[src/rtl/tri_scan_pkg.sv]
package tri_scan_pkg;
  // Strobes from the pass sequencer to the chain datapath
  typedef struct packed {
    logic load;      // capture taps into all chains
    logic shift;     // accepted shift-and-compare step
    logic ctrlStep;  // current step lies in the sequencer region
    logic lastStep;  // current step is the final one of the pass
  } scanStrobe_t;
endpackage

[src/rtl/scan_seq_ctrl.sv]
module scan_seq_ctrl
  import tri_scan_pkg::*;
#(
  parameter int STEPS      = 8,
  parameter int CTRL_STEPS = 2,
  parameter int IDX_W      = 3
) (
  input  logic              clk,
  input  logic              rstN,
  input  logic              captureEn,
  input  logic              shiftEn,
  output scanStrobe_t       strobe,
  output logic [IDX_W-1:0]  stepIdx,
  output logic              scanDone
);
  localparam logic [IDX_W-1:0] LAST_IDX = IDX_W'(STEPS - 1);

  logic active;
  logic lastQ;

  always_comb begin
    strobe.load     = captureEn;
    strobe.shift    = shiftEn && active && !captureEn;
    strobe.ctrlStep = (32'(stepIdx) < CTRL_STEPS);
    strobe.lastStep = (stepIdx == LAST_IDX);
  end

  always_ff @(posedge clk) begin
    if (!rstN) begin
      active   <= 1'b0;
      stepIdx  <= '0;
      lastQ    <= 1'b0;
      scanDone <= 1'b0;
    end else begin
      if (captureEn) begin
        active  <= 1'b1;
        stepIdx <= '0;
      end else if (strobe.shift) begin
        if (strobe.lastStep) begin
          active  <= 1'b0;
          stepIdx <= '0;
        end else begin
          stepIdx <= stepIdx + 1'b1;
        end
      end
      lastQ    <= strobe.shift && strobe.lastStep;
      scanDone <= lastQ;
    end
  end

  assert_idx_range_R3: assert property (@(posedge clk) disable iff (!rstN)
    stepIdx <= LAST_IDX);
  assert_done_pulse_R9: assert property (@(posedge clk) disable iff (!rstN)
    scanDone |=> !scanDone);
  assert_active_from_capture_R2: assert property (@(posedge clk) disable iff (!rstN)
    $rose(active) |-> $past(captureEn));
endmodule

[src/rtl/scan_lane_dp.sv]
module scan_lane_dp
  import tri_scan_pkg::*;
#(
  parameter int CHAIN_LEN  = 16,
  parameter int SHIFT_W    = 2,
  parameter int CTRL_STEPS = 2,
  parameter int IDX_W      = 3
) (
  input  logic                  clk,
  input  logic                  rstN,
  input  scanStrobe_t           strobe,
  input  logic [IDX_W-1:0]      stepIdx,
  input  logic [CHAIN_LEN-1:0]  tapA,
  input  logic [CHAIN_LEN-1:0]  tapB,
  input  logic [CHAIN_LEN-1:0]  tapC,
  output logic                  cmpValid,
  output logic [IDX_W-1:0]      cmpIndex,
  output logic                  cmpMismatch,
  output logic [2:0]            cmpSuspect,
  output logic                  faultSeen,
  output logic [IDX_W-1:0]      firstIndex,
  output logic [2:0]            firstSuspect,
  output logic                  ctrlFault,
  output logic                  burstFault,
  output logic                  multiFault
);
  logic [CHAIN_LEN-1:0] tapArr   [3];
  logic [CHAIN_LEN-1:0] chainQ   [3];
  logic [SHIFT_W-1:0]   oddA, oddB, oddC;
  logic [2:0]           stepSuspect;
  logic                 stepMis;
  logic                 stepMulti;
  logic                 prevMis;

  assign tapArr[0] = tapA;
  assign tapArr[1] = tapB;
  assign tapArr[2] = tapC;

  // One capture/shift register per redundant copy
  for (genvar cp = 0; cp < 3; cp++) begin : g_chain
    always_ff @(posedge clk) begin
      if (!rstN)              chainQ[cp] <= '0;
      else if (strobe.load)   chainQ[cp] <= tapArr[cp];
      else if (strobe.shift)  chainQ[cp] <= chainQ[cp] >> SHIFT_W;
    end
  end

  // Lane-wise odd-one-out detection on the chain heads
  for (genvar ln = 0; ln < SHIFT_W; ln++) begin : g_lane
    logic hA, hB, hC;
    assign hA = chainQ[0][ln];
    assign hB = chainQ[1][ln];
    assign hC = chainQ[2][ln];
    assign oddA[ln] = (hA != hB) && (hA != hC);
    assign oddB[ln] = (hB != hA) && (hB != hC);
    assign oddC[ln] = (hC != hA) && (hC != hB);
  end

  always_comb begin
    stepSuspect = {|oddC, |oddB, |oddA};
    stepMis     = |stepSuspect;
    stepMulti   = ($countones(stepSuspect) > 1);
  end

  always_ff @(posedge clk) begin
    if (!rstN) begin
      cmpValid     <= 1'b0;
      cmpIndex     <= '0;
      cmpMismatch  <= 1'b0;
      cmpSuspect   <= '0;
      faultSeen    <= 1'b0;
      firstIndex   <= '0;
      firstSuspect <= '0;
      ctrlFault    <= 1'b0;
      burstFault   <= 1'b0;
      multiFault   <= 1'b0;
      prevMis      <= 1'b0;
    end else if (strobe.load) begin
      cmpValid     <= 1'b0;
      cmpIndex     <= '0;
      cmpMismatch  <= 1'b0;
      cmpSuspect   <= '0;
      faultSeen    <= 1'b0;
      firstIndex   <= '0;
      firstSuspect <= '0;
      ctrlFault    <= 1'b0;
      burstFault   <= 1'b0;
      multiFault   <= 1'b0;
      prevMis      <= 1'b0;
    end else if (strobe.shift) begin
      cmpValid    <= 1'b1;
      cmpIndex    <= stepIdx;
      cmpMismatch <= stepMis;
      cmpSuspect  <= stepSuspect;
      prevMis     <= stepMis;
      if (stepMis && !faultSeen) begin
        faultSeen    <= 1'b1;
        firstIndex   <= stepIdx;
        firstSuspect <= stepSuspect;
      end
      if (stepMis && strobe.ctrlStep) ctrlFault  <= 1'b1;
      if (stepMis && prevMis)         burstFault <= 1'b1;
      if (stepMulti)                  multiFault <= 1'b1;
    end else begin
      cmpValid <= 1'b0;
    end
  end

  assert_valid_after_shift_R3: assert property (@(posedge clk) disable iff (!rstN)
    cmpValid |-> $past(strobe.shift));
  assert_first_on_mismatch_R5: assert property (@(posedge clk) disable iff (!rstN)
    $rose(faultSeen) |-> (cmpMismatch && cmpIndex == firstIndex));
  assert_ctrl_early_R6: assert property (@(posedge clk) disable iff (!rstN)
    $rose(ctrlFault) |-> (cmpMismatch && 32'(cmpIndex) < CTRL_STEPS));
  assert_multi_cause_R8: assert property (@(posedge clk) disable iff (!rstN)
    $rose(multiFault) |-> ($countones(cmpSuspect) > 1));
  assert_first_hold_R10: assert property (@(posedge clk) disable iff (!rstN)
    (faultSeen && !strobe.load) |=> ($stable(firstIndex) && $stable(firstSuspect)));
endmodule

[src/rtl/tri_scan_cmp.sv]
module tri_scan_cmp
  import tri_scan_pkg::*;
#(
  parameter int CHAIN_LEN  = 16,
  parameter int SHIFT_W    = 2,
  parameter int CTRL_STEPS = 2,
  localparam int STEPS     = CHAIN_LEN / SHIFT_W,
  localparam int IDX_W     = (STEPS > 1) ? $clog2(STEPS) : 1
) (
  input  logic                  clk,
  input  logic                  rstN,
  input  logic                  captureEn,
  input  logic                  shiftEn,
  input  logic [CHAIN_LEN-1:0]  tapA,
  input  logic [CHAIN_LEN-1:0]  tapB,
  input  logic [CHAIN_LEN-1:0]  tapC,
  output logic                  cmpValid,
  output logic [IDX_W-1:0]      cmpIndex,
  output logic                  cmpMismatch,
  output logic [2:0]            cmpSuspect,
  output logic                  faultSeen,
  output logic [IDX_W-1:0]      firstIndex,
  output logic [2:0]            firstSuspect,
  output logic                  ctrlFault,
  output logic                  burstFault,
  output logic                  multiFault,
  output logic                  scanDone
);
  scanStrobe_t      strobe;
  logic [IDX_W-1:0] stepIdx;

  scan_seq_ctrl #(
    .STEPS(STEPS), .CTRL_STEPS(CTRL_STEPS), .IDX_W(IDX_W)
  ) u_ctrl (
    .clk(clk), .rstN(rstN), .captureEn(captureEn), .shiftEn(shiftEn),
    .strobe(strobe), .stepIdx(stepIdx), .scanDone(scanDone)
  );

  scan_lane_dp #(
    .CHAIN_LEN(CHAIN_LEN), .SHIFT_W(SHIFT_W), .CTRL_STEPS(CTRL_STEPS), .IDX_W(IDX_W)
  ) u_dp (
    .clk(clk), .rstN(rstN), .strobe(strobe), .stepIdx(stepIdx),
    .tapA(tapA), .tapB(tapB), .tapC(tapC),
    .cmpValid(cmpValid), .cmpIndex(cmpIndex), .cmpMismatch(cmpMismatch),
    .cmpSuspect(cmpSuspect), .faultSeen(faultSeen), .firstIndex(firstIndex),
    .firstSuspect(firstSuspect), .ctrlFault(ctrlFault), .burstFault(burstFault),
    .multiFault(multiFault)
  );
endmodule

[config.mk]
export PLATFORM = sky130hd
export DESIGN_NAME = tri_scan_cmp
export DESIGN_NICKNAME = d
export VERILOG_FILES = /design/src/rtl/tri_scan_pkg.sv /design/src/rtl/scan_seq_ctrl.sv /design/src/rtl/scan_lane_dp.sv /design/src/rtl/tri_scan_cmp.sv
export SDC_FILE = /design/constraint.sdc
export NUM_CORES = 1
export LEC_CHECK = 0
export ABC_AREA = 1
export BUFFER_PORTS_ARGS = -buffer_cell sky130_fd_sc_hd__buf_2
export CELL_PAD_IN_SITES_DETAIL_PLACEMENT = 0
export CELL_PAD_IN_SITES_GLOBAL_PLACEMENT = 2
export CORE_MARGIN = 3
export CORE_UTILIZATION = 34
export CTS_BUF_LIST = sky130_fd_sc_hd__clkbuf_16
export CTS_CLUSTER_DIAMETER = 100
export DETAILED_ROUTE_END_ITERATION = 10
export PLACE_DENSITY = 0.81
export SLEW_MARGIN = 10
export SYNTH_ARGS = -nofsm -noshare
export SYNTH_HDL_FRONTEND = slang
export SYNTH_HIERARCHICAL = 1
export SYNTH_SLANG_ARGS = --single-unit
[constraint.sdc]
create_clock -name clk -period 3 [get_ports clk]
set_input_delay 0.9 -clock clk [delete_from_list [all_inputs] [get_ports clk]]
set_output_delay 0.9 -clock clk [all_outputs]
set_load 0.01 [all_outputs]
==> flow_summary.yaml, run 1 <==
run_status:
  outcome: "complete, no violations"
cts:
  cts.repair.resized: 0
  postCtsSetupBuffers: 0
  clk-insertion-delay-late_ns: 0.33
  clockBufferDepth: 2
  clock_sinks: 72
  cts_hold_buf: 0
  clkTransAtPathRegs_ns: 0.06
  cts_tree: "built"
  cts_max_level: 3
  cts_made_buffers: 9
  cts_root_buffer: "clkbuf_16"
sta:
  tns_ns: 0
  finClkSkew_ns: 0.00958
  hold_viol_final: 0
  rsz0062_at_grt: "no"
  slew_violations: 0
  worstMarginPinSlew_ns: 0.615
  worst_slack_ns: 0.962
  setup_viol: 0
  relSlewSlack_pct: 59.0
  fin_crit_sh_pct: 67.9
  layout_min_cycle_time_ns: 2.04
  clock.fmax_mhz: 491
place:
  place_ws_ns: 0.620
  place_hpwl_mm: 4.28
  placedInstanceArea_um2: 3530
  io_buffers: 70
  gp_congestion: 0.733
  placed_cells: 439
setup_path:
  crit_path_end_kind: "flop"
  crit_path_max_incr_delay_ns: 0.53
  cp-start-kind: "primary input"
  slowest_stage: "nor2_8"
  path_cells: "buf_2, nand2_2, nor2_4, inv_2, nor2_8, a32o_1"
  crit_type: "in2reg"
  cp_data_arrival_time_ns: 2.23
  cp.required_ns: 3.19
  cp_max_fo: 46
floorplan:
  core_um2: 8810
  row_count: 34
  pin_count: 71
  initial_utilization_pct: 35.4
  die_x_um: 102
  die_area_um2: 10400
  dieHeight_um: 102
global_routing:
  first_global_vias: 2256
  grt_max_degree: 47
  grt.total_usage_pct: 13.7
  grt.overflow.total: 0
  grt_pass1_wl_mm: 10.9
  antenna_found_initial: 0
power:
  leakagePower_nw: 1.66
  total_power_w: 0.00245
  powerDensity_nw_per_um2: 638
  peakVddDrop_mv: 0.271
final_layout:
  final_cell_mix: "70 x buf_2, 67 x nand2_1, 48 x edfxtp_1, 42 x a32o_1, 24 x dfxtp_1"
  layout-drive-gt1-share_pct: 30.5
  finish.instance_area_um2: 3850
  fin_cells: 455
  fin_nets: 397
  n_fill_cell: 845
  syn_to_final_growth_pct: 23.4
  num_antenna_cells: 0
  layout_commonest_cell: "buf_2"
yosys:
  netlist_instances: 274
  synth.distinct_cells: 21
  synth_warnings: 6
  netlist_area_um2: 3120
  syn_nets: 329
  syn_area_per_cell_um2: 11.4
  ys_ff_latch: 72
  ys_seq_area_share_pct: 61.6
detailed_routing:
  firstDrtPassIters: 4
  drc_errors: 0
  drt_iter0_drc: 112
  wl_mm: 6.51
  vias_per_cell: 4.97
  ant_nets: 0
  wire_per_inst_um: 14.3
  vias: 2262
hold_path:
  hp-class: "reg2reg"
flow_run:
  max_cap_viol_count: 0
-- sequential cells by signal, indices dropped and copies added, names as in the netlist, 3 cells and up --
register,cells
u_ctrl/stepIdx,3
u_dp/firstSuspect,3
u_dp/cmpIndex,3
u_dp/cmpSuspect,3
u_dp/chainQ,48
u_dp/firstIndex,3
-- per-stage QoR --
step	util [%]	hold WS (ns)
2_1_floorplan	-	0.390
3_3_place_gp	40.1	0.397
3_5_place_dp	40.1	0.398
4_1_cts	43.7	0.410
5_1_grt	43.7	0.431
6_report	43.7	0.411
-- report_power, final --
part	switching [W]	internal [W]	total (W)	leakage (nW)
combinational	0.000110	0.0000719	0.000182	0.773
clock	0.000409	0.000728	0.00114	0.157
sequential	0.0000194	0.00112	0.00114	0.725
-- logic make-up (layout without fill, tap and decap cells) --
kind of cell / after synthesis / count (layout) / share of synthesized area, %
DFF: 72 / 72 / 61.6
AOI/OAI and AO/OA: 56 / 56 / 16.0
buffers and inverters: 41 / 114 / 6.26
adders and majority gates: 3 / 3 / 1.20
and+or+nand+nor: 102 / 102 / 15.0
-- layout make-up --
type	instances	area, um2	share of cell area [%]
sequential	72	1920	49.9
multi-input combinational	161	1000	26.0
timing repair buffer	74	380	9.88
clock buffer	9	225	5.85
tap	108	135	3.51
clock inverter	7	95.1	2.47
inverter	24	90.1	2.34
-- path summary, 6_finish.rpt --
path | from | slack [ns] | depth (start not counted) | end
hold / removal | u_ctrl/lastQ$_SDFF_PN0_ | 0.41 | 2 | u_ctrl/scanDone$_SDFF_PN0_
setup / recovery | shiftEn | 0.96 | 6 | u_dp/chainQ[2][11]$_SDFFCE_PN0P_
hold reg to reg | u_ctrl/lastQ$_SDFF_PN0_ | 0.41 | 2 | u_ctrl/scanDone$_SDFF_PN0_
setup reg to reg | u_ctrl/active$_SDFFE_PN0P_ | 1.28 | 5 | u_dp/chainQ[2][11]$_SDFFCE_PN0P_
-- critical path, delay by kind of cell --
kind / cells / cell delay (ns)
AOI/OAI and AO/OA: 1 / 0.22
and+or+nand+nor: 3 / 0.83
buffers and inverters: 2 / 0.26
-- layer usage --
layer	up-vias	track usage [%]	wire length (um)
met5	-	0	0
met4	0	4.60	74
met3	7	5.37	389
met2	57	21.0	3120
met1	1070	17.8	2920
li1	1128	-	-
-- synthesized netlist by cell type, drive strengths merged --
| library cell | number | area share (%) |
|---|---|---|
| a32o | 42 | 13 |
| nand2 | 73 | 9.4 |
| o21ai | 3 | 0.48 |
| nand3 | 6 | 0.96 |
| ha | 3 | 1.2 |
| nor3 | 1 | 0.16 |
| a21oi | 11 | 2.0 |
| nor2 | 22 | 4.4 |
| buf | 9 | 2.4 |
| inv | 24 | 2.9 |
| edfxtp | 48 | 46 |
| dfxtp | 24 | 15 |
| clkbuf | 8 | 0.96 |
No activity file was read; power rests on OpenSTA's default activity.
==> run 2: changes to the inputs <==
==> constraint.sdc (replaced) <==
create_clock -name clk -period 2.1 [get_ports clk]
set_input_delay 0.63 -clock clk [delete_from_list [all_inputs] [get_ports clk]]
set_output_delay 0.63 -clock clk [all_outputs]
set_load 0.01 [all_outputs]
==> run 2 against run 1 <==
Die area is the same. Clock skew fell by 0.0016 ns. Cell area rose by 0.32%. Sequential share of layout area shrank 0.16 points. Utilization rose by 0.14 points. Clock power up 20%. Total power rose by 33%. Combinational power up 48%. Register-to-register slack worse by 0.62 ns. Sequential power up 42%. Hold slack improved by 0.014 ns. Largest power group unchanged.
==> flow_summary.yaml, run 2 (synthesized netlist as in run 1, its figures left out) <==
sta:
  setup_viol: 0
  clock.fmax_mhz: 668
  hold_viol_final: 0
  worstMarginPinSlew_ns: 0.468
  tns_ns: 0
  layout_min_cycle_time_ns: 1.50
  finClkSkew_ns: 0.00800
  rsz0062_at_grt: "no"
  slew_violations: 0
  fin_crit_sh_pct: 71.3
  relSlewSlack_pct: 68.8
detailed_routing:
  wl_mm: 6.56
  wire_per_inst_um: 14.2
  firstDrtPassIters: 5
  vias_per_cell: 4.89
  vias: 2254
  ant_nets: 0
  drt_iter0_drc: 169
  drc_errors: 0
setup_path:
  cp_data_arrival_time_ns: 0.87
  crit_type: "reg2out"
  crit_buf_inv: 1
  critPathTopFamily: "flip-flops"
  path_cells: "buf_2"
  slowest_stage: "dfxtp_1"
  cp_max_fo: 3
  crit_path_max_incr_delay_ns: 0.39
  cp-start-kind: "flop"
  cp.required_ns: 1.47
  crit_path_end_kind: "output port"
place:
  io_buffers: 70
  placed_cells: 445
  place_hpwl_mm: 4.43
  placedInstanceArea_um2: 3590
  gp_congestion: 0.764
global_routing:
  grt.total_usage_pct: 13.6
  antenna_found_initial: 0
  grt.overflow.total: 0
  first_global_vias: 2266
  grt_max_degree: 46
  grt_pass1_wl_mm: 10.7
cts:
  cts_max_level: 3
  postCtsSetupBuffers: 0
  cts_hold_buf: 0
  clk-insertion-delay-late_ns: 0.32
  clock_sinks: 72
  clkTransAtPathRegs_ns: 0.05
  cts_tree: "built"
  cts.repair.resized: 0
  cts_root_buffer: "clkbuf_16"
  cts_made_buffers: 9
  clockBufferDepth: 2
final_layout:
  top_register: "u_dp/chainQ"
  final_core_util_pct: 43.9
  layout_commonest_cell: "buf_2"
  largest_reg_flops: 48
  finish.instance_area_um2: 3860
  syn_to_final_growth_pct: 23.8
  fin_nets: 403
  num_antenna_cells: 0
  fin_cells: 461
  layout-drive-gt1-share_pct: 32.0
  final_cell_mix: "70 x buf_2, 66 x nand2_1, 48 x edfxtp_1, 42 x a32o_1, 24 x dfxtp_1"
run_status:
  outcome: "complete, no violations"
power:
  leakagePower_nw: 1.67
  powerDensity_nw_per_um2: 844
  total_power_w: 0.00326
  peakVddDrop_mv: 0.381
floorplan:
  dieHeight_um: 102
  pin_count: 71
  die_area_um2: 10400
  die_x_um: 102
  row_count: 34
  initial_utilization_pct: 35.4
  core_um2: 8810
flow_run:
  max_cap_viol_count: 0
hold_path:
  hp-class: "reg2reg"
run 2: changes by cell type in the layout (fill, tap and decap cells not counted), sizes merged:
cell / delta
inv: +1
bufinv: -2
clkinvlp: +1
buf: +6
run 2: routing by layer:
layer  part of all wire (%)  wire [um]  track usage (%)  vias to the layer above
li1                       -          -                -                     1144
met1                     44       2890             17.7                     1044
met2                     51       3320             21.2                       64
met3                    4.9        323             3.37                        2
met4                   0.47         31             6.54                        0
met5                      0          0                0                        -
run 2: area by class of cell:
cell class / instances / area (um2)
Timing Repair Buffer: 80 / 438
Clock buffer: 9 / 225
Tap cell: 108 / 135
Multi-Input combinational cell: 161 / 1000
Fill cell: 837 / 4940
Inverter: 24 / 90.1
Sequential cell: 72 / 1920
Clock inverter: 7 / 47.5
run 2: path summary, 6_finish.rpt:
kind / startpoint / to / slack [ns] / cells after the start
max: u_dp/faultSeen$_SDFFE_PP0P_ / faultSeen / 0.60 / 1
max reg2reg: u_ctrl/active$_SDFFE_PN0P_ / u_dp/chainQ[2][3]$_SDFFCE_PN0P_ / 0.66 / 6
min reg2reg: u_ctrl/lastQ$_SDFF_PN0_ / u_ctrl/scanDone$_SDFF_PN0_ / 0.43 / 2
min: u_ctrl/lastQ$_SDFF_PN0_ / u_ctrl/scanDone$_SDFF_PN0_ / 0.43 / 2
run 2: power by group:
part | switching (W) | total [W] | internal (W)
registers | 0.0000274 | 0.00162 | 0.00159
clock network | 0.000570 | 0.00137 | 0.000799
logic | 0.000159 | 0.000269 | 0.000110
run 2: per-stage QoR:
stage,setup WS (ns),hold slack [ns]
floorplan,0.161,0.390
global placement,0.264,0.402
detailed placement,0.252,0.406
CTS,0.575,0.430
global route,0.497,0.461
finish,0.602,0.426
==> run 3: changes to the inputs <==
--- a/config.mk
+++ b/config.mk
@@ -10,11 +10,11 @@
 export CELL_PAD_IN_SITES_DETAIL_PLACEMENT = 0
 export CELL_PAD_IN_SITES_GLOBAL_PLACEMENT = 2
 export CORE_MARGIN = 3
-export CORE_UTILIZATION = 34
+export CORE_UTILIZATION = 31
 export CTS_BUF_LIST = sky130_fd_sc_hd__clkbuf_16
 export CTS_CLUSTER_DIAMETER = 100
 export DETAILED_ROUTE_END_ITERATION = 10
-export PLACE_DENSITY = 0.81
+export PLACE_DENSITY = 0.78
 export SLEW_MARGIN = 10
 export SYNTH_ARGS = -nofsm -noshare
 export SYNTH_HDL_FRONTEND = slang
==> constraint.sdc (replaced) <==
create_clock -name clk -period 1.2 [get_ports clk]
set_input_delay 0.36 -clock clk [delete_from_list [all_inputs] [get_ports clk]]
set_output_delay 0.36 -clock clk [all_outputs]
set_load 0.01 [all_outputs]
==> run 3 against run 2 <==
The run now ends with negative setup slack left. Sequential share of layout area decreased by 7.3 points. Wire length grew 17%. Worst setup slack lost 0.77 ns. Via count rose by 8.4%. Cell count grew 11%. Cell area up 18%. Global-route usage increased by 0.77 points. Count of clock-buffer cells in the layout unchanged. Combinational power grew to 2.7 times the previous value. Critical path type is now reg2reg. Largest cell class unchanged. Highest routed layer unchanged.
==> flow_summary.yaml, run 3 (synthesized netlist as in run 1, its figures left out) <==
run_status:
  outcome: "finished, violations left"
  violations: "negative setup slack"
detailed_routing:
  vias: 2444
  drc_errors: 0
  vias_per_cell: 4.78
  drt_iter0_drc: 134
  wl_mm: 7.67
  firstDrtPassIters: 4
  wire_per_inst_um: 15.0
  ant_nets: 0
final_layout:
  syn_to_final_growth_pct: 46.4
  num_antenna_cells: 0
  layout-drive-gt1-share_pct: 51.8
  top_register: "u_dp/chainQ"
  n_fill_cell: 895
  final_cell_mix: "70 x buf_2, 48 x edfxtp_1, 43 x nand2_1, 41 x a32o_1, 21 x nand2_2"
  layout_commonest_cell: "buf_2"
  fin_nets: 432
  largest_reg_flops: 48
setup_path:
  critPathTopFamily: "flip-flops"
  cp_max_fo: 3
  cp_data_arrival_time_ns: 1.58
  critPathMostFrequentCell: "nand2_2"
  path_cells: "inv_2, nand2_1, nand2_2, nand2_2, nand2_4, ha_4, a21oi_2, o21ai_1"
  crit_path_max_incr_delay_ns: 0.44
  slowest_stage: "edfxtp_1"
  crit_path_end_kind: "flop"
  cp-startpoint: "u_dp/chainQ[0][1]$_DFFE_PP_"
  crit_buf_inv: 1
  cp.required_ns: 1.42
  cp-start-kind: "flop"
  crit_type: "reg2reg"
  r2r-start: "u_dp/chainQ[0][1]$_DFFE_PP_"
sta:
  hold_viol_final: 0
  clock.fmax_mhz: 734
  fin_crit_sh_pct: 114
  finClkSkew_ns: 0.00416
  relSlewSlack_pct: 77.3
  worstMarginPinSlew_ns: 0.340
  hold_ws_ns: 0.330
  layout_min_cycle_time_ns: 1.36
  slew_violations: 0
  setup_viol: 104
  rsz0062_at_grt: "yes"
  worst_slack_ns: -0.163
power:
  clkPwrFrac_pct: 46.2
  total_power_w: 0.00661
  peakVddDrop_mv: 0.725
  pwr-share-seq_pct: 43.0
  combinationalPowerShare_pct: 10.8
  leakagePower_nw: 1.93
  switching_power_w: 0.00147
  swShare_pct: 22.2
  powerDensity_nw_per_um2: 1450
  p_int_w: 0.00514
floorplan:
  core_um2: 9500
  pin_count: 71
  row_count: 35
  die_x_um: 106
  die_area_um2: 11300
  initial_utilization_pct: 32.8
  dieHeight_um: 106
global_routing:
  grt.overflow.total: 0
  grt_max_degree: 46
  first_global_vias: 2574
  grt_pass1_wl_mm: 12.5
  grt.total_usage_pct: 14.4
  antenna_found_initial: 0
cts:
  clk-insertion-delay-late_ns: 0.33
  clockBufferDepth: 2
  cts_max_level: 3
  clkTransAtPathRegs_ns: 0.06
  cts_root_buffer: "clkbuf_16"
  cts_made_buffers: 9
  cts_tree: "built"
  clock_sinks: 72
hold_path:
  hp-class: "in2reg"
  hold_start: "tapB[15]"
place:
  gp_congestion: 0.731
  place_hpwl_mm: 4.80
  place_ws_ns: -0.344
  io_buffers: 70
flow_run:
  max_cap_viol_count: 0
==> run 3: cell count changes in the layout (fill, tap and decap cells not counted), moves of 6 or more <==
cell / before / now
buf_4: 9 / 20
nand2_1: 66 / 43
inv_1: 21 / 14
nand2_8: 0 / 7
dfxtp_1: 24 / 13
buf_6: 0 / 6
dfxtp_2: 0 / 10
nand3_2: 0 / 6
nand2_2: 6 / 21
nand3_1: 6 / 0
==> run 3: power groups by stage <==
stage	combinational [W]	clock (W)	sequential [W]
after floorplan	0.000319	0	0.00288
after global placement	0.000545	0	0.00289
after detailed placement	0.000548	0	0.00289
after CTS	0.000671	0.00312	0.00284
after global routing	0.000790	0.00323	0.00286
final	0.000716	0.00305	0.00284
==> run 3: through the flow <==
step / setup TNS [ns] / instance area (um2) / util [%] / instances
CTS: -5.71 / 4440 / 46.7 / 510
global route: -14.46 / 4570 / 48.0 / 511
floorplan: -13.86 / 3190 / - / 274
detailed placement: -22.96 / 3780 / 39.7 / 480
finish: -8.28 / 4570 / 48.0 / 511
global placement: -21.62 / 3780 / 39.7 / 480
==> run 3: area by class of cell <==
class | instances | area [um2] | area share (%)
inverters | 24 | 100 | 2.19
repair buffers | 105 | 733 | 16.1
clock buffers | 9 | 225 | 4.93
clock inverters | 7 | 120 | 2.63
multi-input cells | 165 | 1290 | 28.2
flip-flops and latches | 72 | 1940 | 42.5
well taps | 129 | 161 | 3.54
==> run 3: final timing paths <==
kind	to	slack, ns	cells after the start
setup / recovery	u_dp/multiFault$_SDFFE_PP0P_	-0.16	8
hold / removal	u_dp/chainQ[1][15]$_SDFFCE_PP0P_	0.33	3
setup reg to reg	u_dp/multiFault$_SDFFE_PP0P_	-0.16	8
hold reg to reg	u_ctrl/scanDone$_SDFF_PN0_	0.42	2
==> run 3: what timing repair did <==
action                     4_1_cts  5_1_grt
gates resized for setup         38       49
setup endpoints to repair       90      119
cloned                           6        1
pin swaps                       22       27
hold buffers                     0        0
setup buffers                    8        2
==> run 3: tightest hold or removal path: cells and delay by family <==
kind                   cells  cell delay, ns
buffers and inverters      2            0.11
and+or+nand+nor            1            0.08
==> run 3: per-layer routing <==
metal / vias up / part of all wire, % / GRT usage (%) / wire (um)
li1: 1209 / - / - / -
met2: 56 / 51 / 24.0 / 3880
met5: - / 0 / 0 / 0
met4: 0 / 0.89 / 4.72 / 68
met3: 6 / 4.4 / 4.49 / 337
met1: 1173 / 44 / 17.7 / 3380
